## config.mk

```make
export PLATFORM = sky130hd
export DESIGN_NAME = dual_wdog
export DESIGN_NICKNAME = d
export VERILOG_FILES = /design/src/rtl/wdg_pkg.sv /design/src/rtl/wdg_regs.sv /design/src/rtl/wdg_counter.sv /design/src/rtl/wdg_cross.sv /design/src/rtl/dual_wdog.sv
export SDC_FILE = /design/constraint.sdc
export NUM_CORES = 1
export LEC_CHECK = 0
export ABC_AREA = 1
export ABC_CLOCK_PERIOD_IN_PS = 1770
export BUFFER_PORTS_ARGS = -buffer_cell sky130_fd_sc_hd__buf_2
export CORE_MARGIN = 3
export CORE_UTILIZATION = 25
export DETAILED_ROUTE_END_ITERATION = 6
export PLACE_DENSITY_LB_ADDON = 0.12
export SLEW_MARGIN = 25
export SYNTH_ARGS = -nofsm -noshare
export SYNTH_HDL_FRONTEND = slang
export SYNTH_SLANG_ARGS = --single-unit
```

## constraint.sdc

```tcl
create_clock -name clk -period 1.77 [get_ports clk]
set_clock_uncertainty 0.05 [all_clocks]
set_input_delay 0.177 -clock clk [delete_from_list [all_inputs] [get_ports clk]]
set_output_delay 0.177 -clock clk [all_outputs]
set_load 0.02 [all_outputs]
```

## src/rtl/wdg_pkg.sv

```systemverilog
package wdg_pkg;
    localparam int CODE_W = 4;
    localparam int DATA_W = 32;
    localparam int ADDR_W = 2;

    // Control register bit positions
    localparam int B_IRQ_CODE = 0;
    localparam int B_RST_CODE = 4;
    localparam int B_IRQ_EN   = 8;
    localparam int B_RST_EN   = 9;
    localparam int B_IRQ_FLAG = 10;
    localparam int B_RST_FLAG = 11;

    localparam logic [ADDR_W-1:0] A_CTRL = 2'd0;
    localparam logic [ADDR_W-1:0] A_SVC  = 2'd1;

    typedef enum int {SRC_IRQ = 0, SRC_RST = 1} wdg_src_e;
    localparam int N_SRC = 2;

    typedef struct packed {
        logic [CODE_W-1:0] rst_code;
        logic [CODE_W-1:0] irq_code;
        logic              rst_en;
        logic              irq_en;
    } wdg_cfg_t;

    // Counter bit whose first setting marks the timeout for a code
    function automatic int thr_bit(input logic [CODE_W-1:0] code, input int cnt_w);
        return cnt_w - 1 - int'(code);
    endfunction

    // Interrupt may fire only when its period is shorter than the reset period
    function automatic logic irq_allowed(input wdg_cfg_t c);
        return c.irq_en && (!c.rst_en || (c.irq_code > c.rst_code));
    endfunction
endpackage

```

## src/rtl/wdg_regs.sv

```systemverilog
module wdg_regs
    import wdg_pkg::*;
(
    input  logic              clk,
    input  logic              por,
    input  logic              rst,
    input  logic              wr_en,
    input  logic [ADDR_W-1:0] wr_addr,
    input  logic [DATA_W-1:0] wr_data,
    input  logic [ADDR_W-1:0] rd_addr,
    input  logic              set_irq,
    input  logic              set_rst,
    output logic [DATA_W-1:0] rd_data,
    output wdg_cfg_t          cfg,
    output logic              service,
    output logic              irq_flag,
    output logic              rst_flag
);
    logic ctrl_wr;
    logic unused_hi;

    assign ctrl_wr   = wr_en && (wr_addr == A_CTRL);
    assign service   = wr_en && (wr_addr == A_SVC);
    assign unused_hi = ^wr_data[DATA_W-1:B_RST_FLAG+1];

    always_ff @(posedge clk) begin
        if (por || rst) begin
            cfg <= '0;
        end else if (ctrl_wr) begin
            cfg.irq_code <= wr_data[B_IRQ_CODE +: CODE_W];
            cfg.rst_code <= wr_data[B_RST_CODE +: CODE_W];
            cfg.irq_en   <= wr_data[B_IRQ_EN];
            cfg.rst_en   <= wr_data[B_RST_EN];
        end
    end

    // Interrupt flag: set wins over a simultaneous clear
    always_ff @(posedge clk) begin
        if (por || rst)                          irq_flag <= 1'b0;
        else if (set_irq)                        irq_flag <= 1'b1;
        else if (ctrl_wr && wr_data[B_IRQ_FLAG]) irq_flag <= 1'b0;
    end

    // Reset cause flag: survives the system reset it causes
    always_ff @(posedge clk) begin
        if (por)                                 rst_flag <= 1'b0;
        else if (set_rst)                        rst_flag <= 1'b1;
        else if (ctrl_wr && wr_data[B_RST_FLAG]) rst_flag <= 1'b0;
    end

    always_comb begin
        rd_data = '0;
        if (rd_addr == A_CTRL) begin
            rd_data[B_IRQ_CODE +: CODE_W] = cfg.irq_code;
            rd_data[B_RST_CODE +: CODE_W] = cfg.rst_code;
            rd_data[B_IRQ_EN]             = cfg.irq_en;
            rd_data[B_RST_EN]             = cfg.rst_en;
            rd_data[B_IRQ_FLAG]           = irq_flag;
            rd_data[B_RST_FLAG]           = rst_flag;
        end
    end

    assert_flag_sticky_R10: assert property (@(posedge clk) disable iff (por)
        (rst && rst_flag && !ctrl_wr) |=> rst_flag);
endmodule

```

## src/rtl/wdg_counter.sv

```systemverilog
module wdg_counter #(
    parameter int CNT_W = 32
) (
    input  logic             clk,
    input  logic             rst,
    input  logic             run,
    input  logic             service,
    output logic [CNT_W-1:0] cnt,
    output logic             step
);
    assign step = run && !service;

    always_ff @(posedge clk) begin
        if (rst || !step) cnt <= '0;
        else              cnt <= cnt + 1'b1;
    end

    assert_hold_zero_R3: assert property (@(posedge clk) disable iff (rst)
        !run |=> (cnt == '0));
    assert_restart_R4: assert property (@(posedge clk) disable iff (rst)
        service |=> (cnt == '0));
endmodule

```

## src/rtl/wdg_cross.sv

```systemverilog
module wdg_cross
    import wdg_pkg::*;
#(
    parameter int CNT_W = 32
) (
    input  logic              clk,
    input  logic              rst,
    input  logic [CNT_W-1:0]  cnt,
    input  logic              step,
    input  logic              rearm,
    input  logic [CODE_W-1:0] code,
    output logic              hit
);
    logic [CNT_W-1:0] bit_mask;
    logic [CNT_W-1:0] low_mask;
    logic             at_edge;
    logic             armed;

    always_comb begin
        bit_mask = {{(CNT_W-1){1'b0}}, 1'b1} << thr_bit(code, CNT_W);
        low_mask = bit_mask - 1'b1;
    end

    // The selected bit is about to turn on with this increment
    assign at_edge = step && ((cnt & low_mask) == low_mask) && ((cnt & bit_mask) == '0);
    assign hit     = at_edge && armed;

    always_ff @(posedge clk) begin
        if (rst || rearm) armed <= 1'b1;
        else if (at_edge) armed <= 1'b0;
    end

    assert_single_hit_R7: assert property (@(posedge clk) disable iff (rst)
        hit |=> !hit);
endmodule

```

## src/rtl/dual_wdog.sv

```systemverilog
module dual_wdog
    import wdg_pkg::*;
#(
    parameter int CNT_W = 32   // must be at least 16 so that every code is valid
) (
    input  logic              clk,
    input  logic              por,
    input  logic              rst,
    input  logic              wr_en,
    input  logic [ADDR_W-1:0] wr_addr,
    input  logic [DATA_W-1:0] wr_data,
    input  logic [ADDR_W-1:0] rd_addr,
    output logic [DATA_W-1:0] rd_data,
    output logic              irq,
    output logic              rst_req
);
    wdg_cfg_t          cfg;
    logic              service;
    logic              run;
    logic              step;
    logic              any_rst;
    logic              irq_ev;
    logic              rst_ev;
    logic              irq_flag;
    logic              rst_flag;
    logic              rst_req_q;
    logic [CNT_W-1:0]  cnt;
    logic [N_SRC-1:0]  hit;
    logic [CODE_W-1:0] src_code [N_SRC];

    assign any_rst           = por || rst;
    assign run               = cfg.irq_en || cfg.rst_en;
    assign src_code[SRC_IRQ] = cfg.irq_code;
    assign src_code[SRC_RST] = cfg.rst_code;

    wdg_regs i_regs (
        .clk      (clk),
        .por      (por),
        .rst      (rst),
        .wr_en    (wr_en),
        .wr_addr  (wr_addr),
        .wr_data  (wr_data),
        .rd_addr  (rd_addr),
        .set_irq  (irq_ev),
        .set_rst  (rst_ev),
        .rd_data  (rd_data),
        .cfg      (cfg),
        .service  (service),
        .irq_flag (irq_flag),
        .rst_flag (rst_flag)
    );

    wdg_counter #(.CNT_W(CNT_W)) i_counter (
        .clk     (clk),
        .rst     (any_rst),
        .run     (run),
        .service (service),
        .cnt     (cnt),
        .step    (step)
    );

    for (genvar s = 0; s < N_SRC; s++) begin : g_thr
        wdg_cross #(.CNT_W(CNT_W)) i_cross (
            .clk   (clk),
            .rst   (any_rst),
            .cnt   (cnt),
            .step  (step),
            .rearm (service || !run),
            .code  (src_code[s]),
            .hit   (hit[s])
        );
    end

    assign irq_ev = hit[SRC_IRQ] && irq_allowed(cfg);
    assign rst_ev = hit[SRC_RST] && cfg.rst_en;

    always_ff @(posedge clk) begin
        if (any_rst) rst_req_q <= 1'b0;
        else         rst_req_q <= rst_ev;
    end

    assign rst_req = rst_req_q;
    assign irq     = irq_flag;

    assert_pulse_R9: assert property (@(posedge clk) disable iff (any_rst)
        rst_req |=> !rst_req);
    assert_flag_with_req_R10: assert property (@(posedge clk) disable iff (any_rst)
        rst_req |-> rst_flag);
    assert_irq_order_R8: assert property (@(posedge clk) disable iff (any_rst)
        $rose(irq) |-> (!$past(cfg.rst_en) || ($past(cfg.irq_code) > $past(cfg.rst_code))));
    assert_service_wins_R5: assert property (@(posedge clk) disable iff (any_rst)
        service |=> (!rst_req && !$rose(irq)));
    assert_idle_quiet_R3: assert property (@(posedge clk) disable iff (any_rst)
        (!run && !$past(run)) |-> !rst_req);
endmodule

```

# Word level (Yosys, flattened, before mapping)
# Cells that the tools add are included.
# W data, S select, Z words.
[word_totals]
regBits = 47
latch_bits = 0
mem_bits_rw = 0
romBits = 0
n_memories = 0
[classes]
addsub = 5
mul = 0
div_mod_pow = 0
magnitude_cmp = 1
eq_ne = 3
shift = 2
n_mux = 5
bitwise = 4
n_reduce_logical = 30
[ops]
columns = ["operator", "count"]
rows = [
  ["$and A32 B32 Y32", 4],
  ["$eq A32 B32 Y1", 2],
  ["$logic_not A32 Y1", 2],
  ["$shl A1 B32 Y32 const A", 2],
  ["$sub A32 B1 Y32 const B", 2],
  ["$add A32 B1 Y32 const B", 1],
  ["$logic_and A1 B1 Y1", 14],
  ["$mux W12", 1],
  ["$sub A5 B4 Y6 const A", 2],
  ["$logic_or A1 B1 Y1", 6],
  ["$gt A4 B4 Y1", 1],
  ["$logic_not A1 Y1", 4],
  ["$logic_not A2 Y1", 2],
  ["$mux W1", 4],
  ["$reduce_bool A2 Y1", 2],
  ["$eq A2 B1 Y1 const B", 1],
]

# Depth between registers and ports, before layout
[logic_depth]
depth_word = 10
depth_mapped = 16

# Modules after synthesis
# From an unflattened synthesis, not the netlist that was laid out.
[unflattened]
cells_unflattened = 721
hier_area_um2 = 4136.5
[modules_own_cells]
columns = ["mod", "instances", "cells_per_inst", "area_per_inst_um2", "seq_area_each_um2"]
rows = [
  ["wdg_counter", 1, 252, 1686.6, 640.6],
  ["wdg_cross", 2, 167, 764.5, 20.0],
  ["wdg_regs", 1, 106, 748.2, 240.2],
  ["dual_wdog", 1, 29, 172.7, 20.0],
]

# Worst setup path after synthesis
# Ideal clock, no wire load.
[synth_path]
path_kind = "register to register"
from = "register, netlist name i_regs.cfg[3]"
to = "register g_thr[0].i_cross.armed"
t_arrival_ps = 1739
slack_ps = -142
path_stages_with_launch = 15
n_path_buf = 0
path_cell_list = "dfxtp_1 inv_2 nor2_2 nand2_1 ha_1 nor2_1 nand3b_1 nor2_1 nand3_1 nor2_1 nand2_1 nor2_2 nand2_1 nand2_1 nand2_1"
[synth_between]
elab_chain_cells = 7
elab_cells_between_ends = 9
classes_between = "2 x add/sub; 1 x eq/ne; 1 x shift; 2 x bitwise; 3 x reduce/logical"
[synth_lines]
columns = ["item", "line_no", "source"]
rows = [
  ["$sub A5 B4 Y6 (*)", "wdg_pkg.sv:29", "return cnt_w - 1 - int'(code);"],
  ["$shl A1 B32 Y32 (*)", "wdg_cross.sv:20", "bit_mask = {{(CNT_W-1){1'b0}}, 1'b1} << thr_bit(code, CNT_W);"],
  ["$sub A32 B1 Y32", "wdg_cross.sv:21", "low_mask = bit_mask - 1'b1;"],
  ["$and A32 B32 Y32", "wdg_cross.sv:25", "assign at_edge = step && ((cnt & low_mask) == low_mask) && ((cnt & bit_mask) == '0);"],
  ["$eq A32 B32 Y1", "wdg_cross.sv:25", ""],
  ["$logic_and A1 B1 Y1", "wdg_cross.sv:25", ""],
  ["$logic_and A1 B1 Y1 (*)", "wdg_cross.sv:25", ""],
  ["end signal, assigned", "wdg_cross.sv:29", "if (rst || rearm) armed <= 1'b1;"],
  ["end signal, assigned", "wdg_cross.sv:30", "else if (at_edge) armed <= 1'b0;"],
  ["end, declared", "wdg_cross.sv:17", "logic armed;"],
]
# Mark *: on every way between the ends. The rest lies on a longest branch, timed or not.
# A chain may end at the register's enable or synchronous reset.

# Worst setup path in the final report
[layout_path]
from = "register, netlist name i_regs.cfg[3]"
to = "register i_regs.irq_flag"
[layout_between]
elab_chain_cells = 10
elab_cells_between_ends = 16
classes_between = "2 x add/sub; 1 x order compare; 1 x eq/ne; 1 x shift; 1 x mux; 2 x bitwise; 8 x reduce/logical"
[layout_lines]
columns = ["item", "line_no", "source"]
rows = [
  ["$sub A5 B4 Y6", "wdg_pkg.sv:29", ""],
  ["$shl A1 B32 Y32", "wdg_cross.sv:20", ""],
  ["$sub A32 B1 Y32", "wdg_cross.sv:21", ""],
  ["$and A32 B32 Y32", "wdg_cross.sv:25", ""],
  ["$eq A32 B32 Y1", "wdg_cross.sv:25", ""],
  ["$logic_and A1 B1 Y1 (2 in a row)", "wdg_cross.sv:25", ""],
  ["$logic_and A1 B1 Y1", "wdg_cross.sv:26", "assign hit = at_edge && armed;"],
  ["$logic_and A1 B1 Y1 (*)", "dual_wdog.sv:74", "assign irq_ev = hit[SRC_IRQ] && irq_allowed(cfg);"],
  ["$mux W1 or $reduce_bool A2 Y1 (tied branches)", "-", ""],
  ["end signal, assigned", "wdg_regs.sv:39", "if (por || rst) irq_flag <= 1'b0;"],
  ["end signal, assigned", "wdg_regs.sv:40", "else if (set_irq) irq_flag <= 1'b1;"],
  ["end signal, assigned", "wdg_regs.sv:41", "else if (ctrl_wr && wr_data[B_IRQ_FLAG]) irq_flag <= 1'b0;"],
  ["end, declared", "wdg_regs.sv:16", "output logic irq_flag,"],
]
# Marked as above.

==> summary.md <==
| Metric | Value |
|---|---|
| CTS Buf Count | `5` |
| Mapped cell area | `0.00354 mm²` |
| Max rail drop VDD | `0.330 mV` |
| Maxcap violations | `0` |
| Max-slew violation count | `0` |
| Lkg Pwr | `0.00212 µW` |
| Share of the synthesized area in the top cell type | `26.6%` |
| Sw Share | `27.4%` |
| Final ANT Viol Nets | `0` |
| DRC | `0` |
| Largest net degree at the start of global routing | `25` |
| DRT Wirelength | `12.2 mm` |
| Final core utilization | `36.1%` |
| Worst-Margin Slew | `0.557 ns` |
| HPWL Detailed | `9.35 mm` |
| Vias/cell | `4.54` |
| Max incr delay on CP | `0.38 ns` |
| Mapped Cells | `595` |
| Post-synth EDFFs | `0` |
| Failing checks | `setup timing` |
| Final setup fails | `5` |
| Worst path bufs/invs | `1` |
| Clock transition at path regs | `0.07 ns` |
| Arrival time at the worst endpoint | `2.00 ns` |
| Max-slew headroom | `62.8%` |
| Initial Util | `26.1%` |
| WP depth | `13` |
| First-pass GRT wire length | `19.5 mm` |
| Switching power | `627 µW` |
| Worst Path Required | `1.95 ns` |
| Achievable Freq | `549 MHz` |
| Critical Path Most Common Cell | `nor2_1` |
| Period utilisation layout | `103%` |
| Yosys reg bits | `47` |
| Crit path max-delay family | `simple AND/OR/NAND/NOR gates` |
| Hold Violations, Final | `0` |
| Final WS setup | `-0.0500 ns` |
| WL per Instance | `13.8 µm` |
| Most common cell in the netlist | `nand2_1` |
| Root Driver | `clkbuf_16` |
| Final nets | `757` |
| Synth unique cells | `36` |
| CP cell instances | `inv_4 > nor2_4 > nand2_1 > ha_1 > nor2_1 > nand3b_1 > nor2_1 > nand3_1 > nor2_1 > nand2_1 > nor2_2 > nand3_1 > a21oi_1` |
| Tot GR Track Use | `15.4%` |
| RSZ-0062 raised after global routing | `true` |
| Die X-Extent | `125 µm` |
| Crit start category | `flip-flop` |
| Clk_lat worst skew | `0.30 ns` |
| R2R depth | `13` |
| Share of power burned in registers | `46.6%` |
| PD cells | `467 mW/mm²` |
| Internal power | `1660 µW` |
| Async SR Flop Fraction | `0%` |
| ANT cells | `0` |
| Number of I/O pins | `74` |
| Setup_tns | `-0.172 ns` |
| Min cycle time layout | `1.82 ns` |
| Detailed Routing Iterations Pass 1 | `4` |
| Port bufs | `33` |
| Part of the power in the clock network | `44.8%` |
| Initial drt markers | `208` |
| Hold path cells | `4` |
| Largest cells by area after synthesis | `dfxtp_1, nand2_1, nor2_1` |
| CP Capture Type | `flip-flop` |
| Mapped Avg Cell Area | `5.94 µm²` |
| Worst Path Max Fanout | `4` |
| Die area | `0.0156 mm²` |
| Layout cells sized above 1 | `29.8%` |
| Largest area contributor in the netlist | `dfxtp_1` |
| Die height | `125 µm` |
| Top_reg_cell synth | `dfxtp_1` |
| CTS tree | `yes` |
| H-tree level count | `2` |
| Core ar. | `0.0136 mm²` |
| Run status | `finished, violations left` |
| Initial antenna violation count | `0` |
| Grt ovf | `0` |
| Top post-synthesis cells by count | `nand2_1, nor2_1, inv_1` |
| Vias in the first global route | `3904` |
| Clk buf depth | `2` |
| FP Rows | `42` |
| Synth-to-Final Area Change | `38.3%` |
| Placer Congestion | `0.905` |
| Hold crit path type | `primary input to flip-flop` |
| DR vias | `4027` |
| Seq/Total Area, Yosys | `26.6%` |
| DP Worst Slack | `-0.0909 ns` |
| Combinational Power Share | `8.6%` |
| Crit path kind | `flip-flop to flip-flop` |
| Yosys warning total | `0` |
| Clock sink total | `47` |
| Crit-path slowest cell | `dfxtp_4` |
## per-stage QoR
step                      cells  total power, µW  area (µm²)  hold WS (ns)
after floorplan             614             1250        3650         0.189
after global placement      867             1280        4420         0.308
after detailed placement    867             1280        4420         0.316
after CTS                   878             2320        4660        0.0835
after global routing        887             2380        4890         0.112
final                       887             2290        4890        0.0909
## state kept, by name (all words and copies together), names as in the netlist
| register | cells |
|---|---|
| g_thr.i_cross.armed | 2 |
| i_counter.cnt | 32 |
| i_regs.cfg | 10 |
| i_regs.irq_flag | 1 |
| i_regs.rst_flag | 1 |
| rst_req | 1 |
## placed cells by master (no fill, tap or decap), types with 4 or more instances in the layout
master,synthesis,layout
dfxtp_1,47,32
nand3_4,0,5
nand3b_1,4,4
nor3_2,0,4
nand2_1,154,144
dfxtp_4,0,4
clkbuf_16,0,5
inv_1,57,52
o21ai_0,29,26
buf_4,22,84
ha_1,7,5
dfxtp_2,0,11
nor2_1,99,94
inv_4,0,5
nand2_2,2,9
buf_2,3,33
nand4_1,10,10
a21oi_1,36,36
nor2_2,9,7
nor2_4,5,12
conb_1,1,20
inv_2,6,6
nand3_1,49,45
nand3_2,5,4
nor3_1,16,12
## worst register-to-register path, stage by stage, from the launching register on
cell,delay [ns]
dfxtp_4,0.38
inv_4,0.04
nor2_4,0.09
nand2_1,0.06
ha_1,0.27
nor2_1,0.03
nand3b_1,0.14
nor2_1,0.09
nand3_1,0.07
nor2_1,0.10
nand2_1,0.10
nor2_2,0.11
nand3_1,0.10
a21oi_1,0.12
## power by group through the flow
stage               registers [µW]  clock network [µW]  logic [µW]
floorplan                     1090                   0         153
global placement              1090                   0         187
detailed placement            1090                   0         188
CTS                           1060                1070         193
global route                  1070                1100         219
finish                        1060                1020         197
## path summary, 6_finish.rpt
check | startpoint | end | slack [ns]
worst max-delay path | i_regs.cfg[3] | i_regs.irq_flag | -0.05
worst max register to register | i_regs.cfg[3] | i_regs.irq_flag | -0.05
worst min-delay path | wr_data[10] | i_regs.irq_flag | 0.09
worst min register to register | g_thr[1].i_cross.armed | g_thr[1].i_cross.armed | 0.41
## what timing repair did
item | CTS | global route
resized for setup | 18 | 48
pin swaps | 3 | 16
hold buffers | 1 | 0
setup buffers | 2 | 9
setup endpoints to repair | 7 | 19
endpoints found under the hold margin | 1 | 0
## cell families (layout without fill, tap and decap cells)
family          Yosys count  after routing  share of synthesized area, %
simple gates            361            361                          45.4
xor+xnor                  4              4                         0.991
compound gates           76             76                          11.4
fa+ha+maj                 7              7                          2.48
other cells               1             20                         0.106
buf+inv                  99            196                          13.0
flops                    47             47                          26.6
## layer usage
layer | vias to the layer above | routed length (µm) | GRT usage [%]
met1 | 1806 | 5670 | 19.6
met5 | - | 0 | 0
met4 | 0 | 320 | 6.06
met2 | 95 | 5610 | 25.7
met3 | 24 | 598 | 3.00
li1 | 2102 | - | -
## cell type report
| cell class | count | area [µm²] |
|---|---|---|
| Fill cell | 1479 | 8670 |
| Multi-Input combinational cell | 468 | 2410 |
| Sequential cell | 47 | 970 |
| Timing Repair Buffer | 123 | 880 |
| Inverter | 65 | 259 |
| Tap cell | 176 | 220 |
| Clock buffer | 5 | 125 |
| Clock inverter | 3 | 25.0 |
Power figures use the tool's default switching activity.
